==> config.mk <==
export PLATFORM = sky130hd
export DESIGN_NAME = src_opnd_eval
export DESIGN_NICKNAME = d
export VERILOG_FILES = /design/src/rtl/sae_pkg.sv /design/src/rtl/sae_classify.sv /design/src/rtl/sae_constgen.sv /design/src/rtl/sae_compute.sv /design/src/rtl/src_opnd_eval.sv
export SDC_FILE = /design/constraint.sdc
export NUM_CORES = 1
export LEC_CHECK = 0
export BUFFER_PORTS_ARGS = -buffer_cell sky130_fd_sc_hd__clkbuf_2
export CORE_ASPECT_RATIO = 0.6
export CORE_MARGIN = 1.5
export CORE_UTILIZATION = 51
export DETAILED_ROUTE_END_ITERATION = 7
export PLACE_DENSITY = 0.77
export SLEW_MARGIN = 40
export SYNTH_ARGS = -nofsm -noshare
export SYNTH_HDL_FRONTEND = slang
export SYNTH_HIERARCHICAL = 1
export SYNTH_SLANG_ARGS = --single-unit
==> constraint.sdc <==
create_clock -name clk_i -period 1.1 [get_ports clk_i]
set_input_delay 0.22 -clock clk_i [delete_from_list [all_inputs] [get_ports clk_i]]
set_output_delay 0.22 -clock clk_i [all_outputs]
set_load 0.05 [all_outputs]
==> src/rtl/sae_pkg.sv <==
package sae_pkg;
  localparam int SRC_LSB  = 8;
  localparam int MODE_LSB = 4;
  localparam int BYTE_BIT = 6;

  typedef enum logic [1:0] {
    AM_REG = 2'd0,
    AM_IDX = 2'd1,
    AM_IND = 2'd2,
    AM_INC = 2'd3
  } am_e;

  typedef enum logic [2:0] {
    K_REG, K_CONST, K_INDEXED, K_PCREL, K_ABS, K_INDIR, K_POSTINC, K_IMM
  } kind_e;
endpackage

==> src/rtl/sae_classify.sv <==
module sae_classify
  import sae_pkg::*;
#(
  parameter int RW     = 4,
  parameter int PC_IDX = 0,
  parameter int SR_IDX = 2,
  parameter int CG_IDX = 3
) (
  input  logic [RW-1:0] reg_i,
  input  am_e           mode_i,
  output kind_e         kind_o
);
  logic is_pc, is_sr, is_cg;
  assign is_pc = (reg_i == RW'(PC_IDX));
  assign is_sr = (reg_i == RW'(SR_IDX));
  assign is_cg = (reg_i == RW'(CG_IDX));

  always_comb begin
    kind_o = K_REG;
    if (is_cg) begin
      kind_o = K_CONST;
    end else begin
      unique case (mode_i)
        AM_REG: kind_o = K_REG;
        AM_IDX: kind_o = is_pc ? K_PCREL : (is_sr ? K_ABS : K_INDEXED);
        AM_IND: kind_o = is_sr ? K_CONST : K_INDIR;
        AM_INC: kind_o = is_sr ? K_CONST : (is_pc ? K_IMM : K_POSTINC);
        default: kind_o = K_REG;
      endcase
    end
  end
endmodule

==> src/rtl/sae_constgen.sv <==
module sae_constgen
  import sae_pkg::*;
#(
  parameter int DW     = 16,
  parameter int RW     = 4,
  parameter int SR_IDX = 2
) (
  input  logic [RW-1:0] reg_i,
  input  am_e           mode_i,
  output logic [DW-1:0] cval_o
);
  always_comb begin
    if (reg_i == RW'(SR_IDX)) begin
      cval_o = (mode_i == AM_INC) ? DW'(8) : DW'(4);
    end else begin
      unique case (mode_i)
        AM_REG:  cval_o = '0;
        AM_IDX:  cval_o = DW'(1);
        AM_IND:  cval_o = DW'(2);
        default: cval_o = '1;
      endcase
    end
  end
endmodule

==> src/rtl/sae_compute.sv <==
module sae_compute
  import sae_pkg::*;
#(
  parameter int DW = 16
) (
  input  kind_e         kind_i,
  input  logic [DW-1:0] base_i,
  input  logic [DW-1:0] pc_i,
  input  logic [DW-1:0] ext_i,
  input  logic [DW-1:0] cval_i,
  input  logic          byte_i,
  output logic          ready_o,
  output logic [DW-1:0] opnd_o,
  output logic          rd_o,
  output logic [DW-1:0] addr_o,
  output logic [1:0]    cyc_o,
  output logic          pc_adv_o,
  output logic          wr_o,
  output logic [DW-1:0] wr_data_o
);
  logic [DW-1:0] step;
  assign step = byte_i ? DW'(1) : DW'(2);

  always_comb begin
    ready_o   = 1'b0;
    opnd_o    = '0;
    rd_o      = 1'b0;
    addr_o    = '0;
    cyc_o     = 2'd0;
    pc_adv_o  = 1'b0;
    wr_o      = 1'b0;
    wr_data_o = '0;
    unique case (kind_i)
      K_REG:   begin ready_o = 1'b1; opnd_o = base_i; end
      K_CONST: begin ready_o = 1'b1; opnd_o = cval_i; end
      K_INDEXED: begin
        rd_o = 1'b1; addr_o = base_i + ext_i; cyc_o = 2'd2; pc_adv_o = 1'b1;
      end
      K_PCREL: begin
        rd_o = 1'b1; addr_o = pc_i + ext_i; cyc_o = 2'd2; pc_adv_o = 1'b1;
      end
      K_ABS: begin
        rd_o = 1'b1; addr_o = ext_i; cyc_o = 2'd2; pc_adv_o = 1'b1;
      end
      K_INDIR: begin rd_o = 1'b1; addr_o = base_i; cyc_o = 2'd1; end
      K_POSTINC: begin
        rd_o = 1'b1; addr_o = base_i; cyc_o = 2'd1;
        wr_o = 1'b1; wr_data_o = base_i + step;
      end
      K_IMM: begin
        ready_o = 1'b1; opnd_o = ext_i; cyc_o = 2'd1; pc_adv_o = 1'b1;
      end
      default: ;
    endcase
  end
endmodule

==> src/rtl/src_opnd_eval.sv <==
module src_opnd_eval
  import sae_pkg::*;
#(
  parameter int DW     = 16,
  parameter int RW     = 4,
  parameter int PC_IDX = 0,
  parameter int SR_IDX = 2,
  parameter int CG_IDX = 3
) (
  input  logic          clk_i,
  input  logic          rst_ni,
  input  logic          valid_i,
  input  logic [DW-1:0] instr_i,
  output logic [RW-1:0] src_idx_o,
  input  logic [DW-1:0] src_val_i,
  input  logic [DW-1:0] pc_i,
  input  logic [DW-1:0] ext_i,
  output logic          valid_o,
  output logic          opnd_ready_o,
  output logic [DW-1:0] opnd_o,
  output logic          mem_rd_o,
  output logic [DW-1:0] mem_addr_o,
  output logic [1:0]    extra_cyc_o,
  output logic          pc_adv_o,
  output logic          reg_wr_o,
  output logic [RW-1:0] reg_wr_idx_o,
  output logic [DW-1:0] reg_wr_data_o
);
  logic [RW-1:0] src_reg;
  am_e           mode;
  logic          is_byte;
  kind_e         kind;
  logic [DW-1:0] base, cval;

  assign src_reg   = instr_i[SRC_LSB +: RW];
  assign mode      = am_e'(instr_i[MODE_LSB +: 2]);
  assign is_byte   = instr_i[BYTE_BIT];
  assign src_idx_o = src_reg;
  // R0 base comes from the fetch PC, not the register file copy
  assign base      = (src_reg == RW'(PC_IDX)) ? pc_i : src_val_i;

  sae_classify #(.RW(RW), .PC_IDX(PC_IDX), .SR_IDX(SR_IDX), .CG_IDX(CG_IDX)) u_cls (
    .reg_i(src_reg), .mode_i(mode), .kind_o(kind)
  );

  sae_constgen #(.DW(DW), .RW(RW), .SR_IDX(SR_IDX)) u_cg (
    .reg_i(src_reg), .mode_i(mode), .cval_o(cval)
  );

  logic          c_ready, c_rd, c_padv, c_wr;
  logic [DW-1:0] c_opnd, c_addr, c_wdata;
  logic [1:0]    c_cyc;

  sae_compute #(.DW(DW)) u_cmp (
    .kind_i(kind), .base_i(base), .pc_i(pc_i), .ext_i(ext_i), .cval_i(cval),
    .byte_i(is_byte), .ready_o(c_ready), .opnd_o(c_opnd), .rd_o(c_rd),
    .addr_o(c_addr), .cyc_o(c_cyc), .pc_adv_o(c_padv), .wr_o(c_wr),
    .wr_data_o(c_wdata)
  );

  always_ff @(posedge clk_i or negedge rst_ni) begin
    if (!rst_ni) begin
      valid_o       <= 1'b0;
      opnd_ready_o  <= 1'b0;
      opnd_o        <= '0;
      mem_rd_o      <= 1'b0;
      mem_addr_o    <= '0;
      extra_cyc_o   <= 2'd0;
      pc_adv_o      <= 1'b0;
      reg_wr_o      <= 1'b0;
      reg_wr_idx_o  <= '0;
      reg_wr_data_o <= '0;
    end else begin
      valid_o       <= valid_i;
      opnd_ready_o  <= valid_i & c_ready;
      opnd_o        <= valid_i ? c_opnd : '0;
      mem_rd_o      <= valid_i & c_rd;
      mem_addr_o    <= valid_i ? c_addr : '0;
      extra_cyc_o   <= valid_i ? c_cyc : 2'd0;
      pc_adv_o      <= valid_i & c_padv;
      reg_wr_o      <= valid_i & c_wr;
      reg_wr_idx_o  <= (valid_i & c_wr) ? src_reg : '0;
      reg_wr_data_o <= valid_i ? c_wdata : '0;
    end
  end
endmodule

==> results.sh <==
export IMPL_vias=6596
export IMPL_tritoncts="built"
export IMPL_synth_area_leaders="dfrtp_1 31%, and2_1 7.7%, mux2_2 7.4%, a22o_1 6.2%, ha_1 5.6%"
export IMPL_grt_pass1_wl_mm=30.3
export IMPL_grt_antenna_before_repair=1
export IMPL_cp_max_fo=5
export IMPL_synth_nets=602
export IMPL_post_route_util_pct=95.8
export IMPL_via_per_inst=7.56
export IMPL_diodes=0
export IMPL_finalWeightedCongestion=0.950
export IMPL_wl_per_cell_um=33.5
export IMPL_clkSinkCount=59
export IMPL_muxShareOfSynthArea_pct=11.4
export IMPL_synth_seq_cells=59
export IMPL_ys_flop_type="dfrtp_1"
export IMPL_synth_most_common_cell="dfrtp_1"
export IMPL_setup_ws_ps=-2140
export IMPL_syn_area_mm2=0.00469
export IMPL_whs_path_depth=2
export IMPL_post_route_min_period_ps=3240
export IMPL_max_freq_ghz=0.308
export IMPL_cts_root_buf="clkbuf_16"
export IMPL_power_density_mw_per_mm2=1190
export IMPL_yosys_area_share_simple_pct=21.5
export IMPL_slew_viol_final=0
export IMPL_ant_nets=0
export IMPL_finalSetupViolations=114
export IMPL_area_growth_pct=78.1
export IMPL_critPathKind="input port to flip-flop"
export IMPL_drive_above_1_share_pct=58.0
export IMPL_synth_top_family_by_area="simple AND/OR/NAND/NOR gates"
export IMPL_cap_violations=0
export IMPL_synthTopCellsByCount="59 x dfrtp_1, 58 x and2_1, 42 x nand2_1, 33 x a22o_1, 32 x o21ai_0"
export IMPL_ios=130
export IMPL_synth_xor_area_share_pct=3.92
export IMPL_synthArstFlopShare_pct=100
export IMPL_synth_area_per_cell_um2=9.16
export IMPL_grt_overflow=0
export IMPL_vdd_drop_max_mv=1.69
export IMPL_rows=26
export IMPL_yosysTopAreaCell="dfrtp_1"
export IMPL_die_x_um=127
export IMPL_synth_cell_type_count=59
export IMPL_synth_compound_area_share_pct=18.1
export IMPL_hpwlAfterDp_mm=11.3
export IMPL_grt_start_max_net_pins=60
export IMPL_initial_utilization_pct=53.8
export IMPL_cts_buffer_depth=2
export IMPL_failed_checks="design-rule violations, negative setup slack"
export IMPL_wl_mm=29.2
export IMPL_dieArea_mm2=0.00980
export IMPL_first_iter_violations=1587
export IMPL_fin_crit_sh_pct=295
export IMPL_nets=846
export IMPL_rsz0062_at_grt="true"
export IMPL_port_buffers=120
export IMPL_synth_edff_count=0
export IMPL_cp_required_ps=1320
export IMPL_yosysTopAreaCellShare_pct=31.5
export IMPL_syn_instance_count=512
export IMPL_critPathLaunchType="input port"
export IMPL_slew_headroom_pct=48.5
export IMPL_grt_total_usage_pct=40.6
export IMPL_drcViolationCount=91
export IMPL_grt_pass1_vias=5319
export IMPL_h_tree_depth=3
export IMPL_crit_path_end_kind="flip-flop"
export IMPL_ys_seq_area_share_pct=31.5
export IMPL_ys_warn_count=6
export IMPL_die_y_um=77.3
export IMPL_first_pass_iters=8
export IMPL_power_leakage_nw=3.99
export IMPL_worst_pin_slew_ps=750
export IMPL_hold_class="input port to flip-flop"
export IMPL_synth_adder_area_share_pct=6.46
export IMPL_core_area_mm2=0.00872
export IMPL_critPathArrivalTime_ps=3470
export IMPL_placed_area_mm2=0.00632
export IMPL_outcome="finished with violations"
export IMPL_fin_area_mm2=0.00835
export IMPL_hold_viol=0
export IMPL_numCtsBuffers=9
export IMPL_clkTransAtPathRegs_ps=50
==> cell usage in the layout (no fill, tap or decap), drive strengths merged, types with 3 or more instances in the layout <==
cell type  synthesis  layout
o2111a             5       5
nor2              28      28
and3               6       6
nand2b             3       3
or4                3       3
nand4              3       3
nand2             42      42
o21ai             32      32
mux2i             17      17
o21a               3       3
nand3             11      11
inv               12      12
a21oi             20      20
and2              59      61
nand3b             3       4
buf               35     212
a21o               3       3
xnor2             10      10
ha                21      21
dfrtp             59      59
o31ai              5       5
xor2              11      11
nor3               5       5
mux2              32      32
a22o              33      33
a221o              3       3
nor2b              5       5
clkbuf            17      78
==> report_power, final <==
part / internal (mW) / switching, mW / total, mW
sequential: 2.29 / 0.0966 / 2.38
combinational: 1.95 / 2.55 / 4.50
clock: 1.86 / 1.17 / 3.03
==> flip-flops by register name, indices dropped and copies added (netlist names) <==
register and flops:
extra_cyc_o 2, mem_addr_o 16, mem_rd_o 1, opnd_o 16
opnd_ready_o 1, pc_adv_o 1, reg_wr_data_o 16, reg_wr_idx_o 4
reg_wr_o 1, valid_o 1
==> layer usage <==
layer  global-route usage, %  share of wire (%)  vias to the layer above
li1                        -                  -                     2292
met1                    52.9                 31                     2987
met2                    65.2                 39                      917
met3                    9.21                 17                      396
met4                    16.8                 12                        4
met5                       0               0.15                        -
==> through the flow <==
| stage | hold slack [ps] | total power [mW] | setup slack (ps) | instances | setup TNS (ps) |
|---|---|---|---|---|---|
| 3_5_place_dp | 255 | 5.27 | -2140 | 807 | -81910 |
| 6_report | 211 | 9.92 | -2140 | 872 | -72950 |
| 5_1_grt | 222 | 10.0 | -2550 | 872 | -78490 |
| 3_3_place_gp | 247 | 5.22 | -2050 | 807 | -77410 |
| 4_1_cts | 219 | 8.65 | -1680 | 844 | -55060 |
| 2_1_floorplan | -75.6 | 4.25 | -1900 | 512 | -59730 |
==> layout make-up <==
type | count | area (µm²)
clock buffers | 11 | 253
clock inverters | 4 | 50.0
fillers | 187 | 369
inverters | 12 | 47.5
multi-input cells | 392 | 3630
flip-flops and latches | 59 | 1480
well taps | 112 | 140
repair buffers | 282 | 2760
==> critical path: stages <==
cell      delay, ps
clkbuf_2        130
nor3b_1         410
mux2_4          270
nand3b_4        180
buf_6           130
buf_4           120
mux2_2          340
ha_1            400
a21oi_1         340
o221a_4         260
o21ai_0         130
a221o_1         350
and2_1          170
==> final timing paths <==
kind                                         endpoint        start  slack, ps
max in group asynchronous    mem_addr_o[13]$_DFF_PN0_       rst_ni        360
min in group asynchronous  reg_wr_data_o[4]$_DFF_PN0_       rst_ni        450
max                          mem_addr_o[15]$_DFF_PN0_   instr_i[4]      -2140
min                         reg_wr_idx_o[3]$_DFF_PN0_  instr_i[11]        210
==> repair_timing <==
item                                    CTS  global route
pin swaps                                17            51
endpoints found under the hold margin    59             0
buffers inserted                         16            26
hold buffers                              1             0
cloned                                    5             6
endpoints found under the setup margin  117           113
resized for setup                       181           147
==> kinds of logic after synthesis <==
| group | after synthesis |
|---|---|
| multiplexers | 49 |
| AO/OA/AOI/OAI | 117 |
| AND/OR/NAND/NOR | 179 |
| adder cells (fa/ha/maj) | 23 |
| XOR/XNOR | 21 |
| buffers and inverters | 64 |
| flip-flops | 59 |
Note: power is estimated with default switching activity, not from simulation.
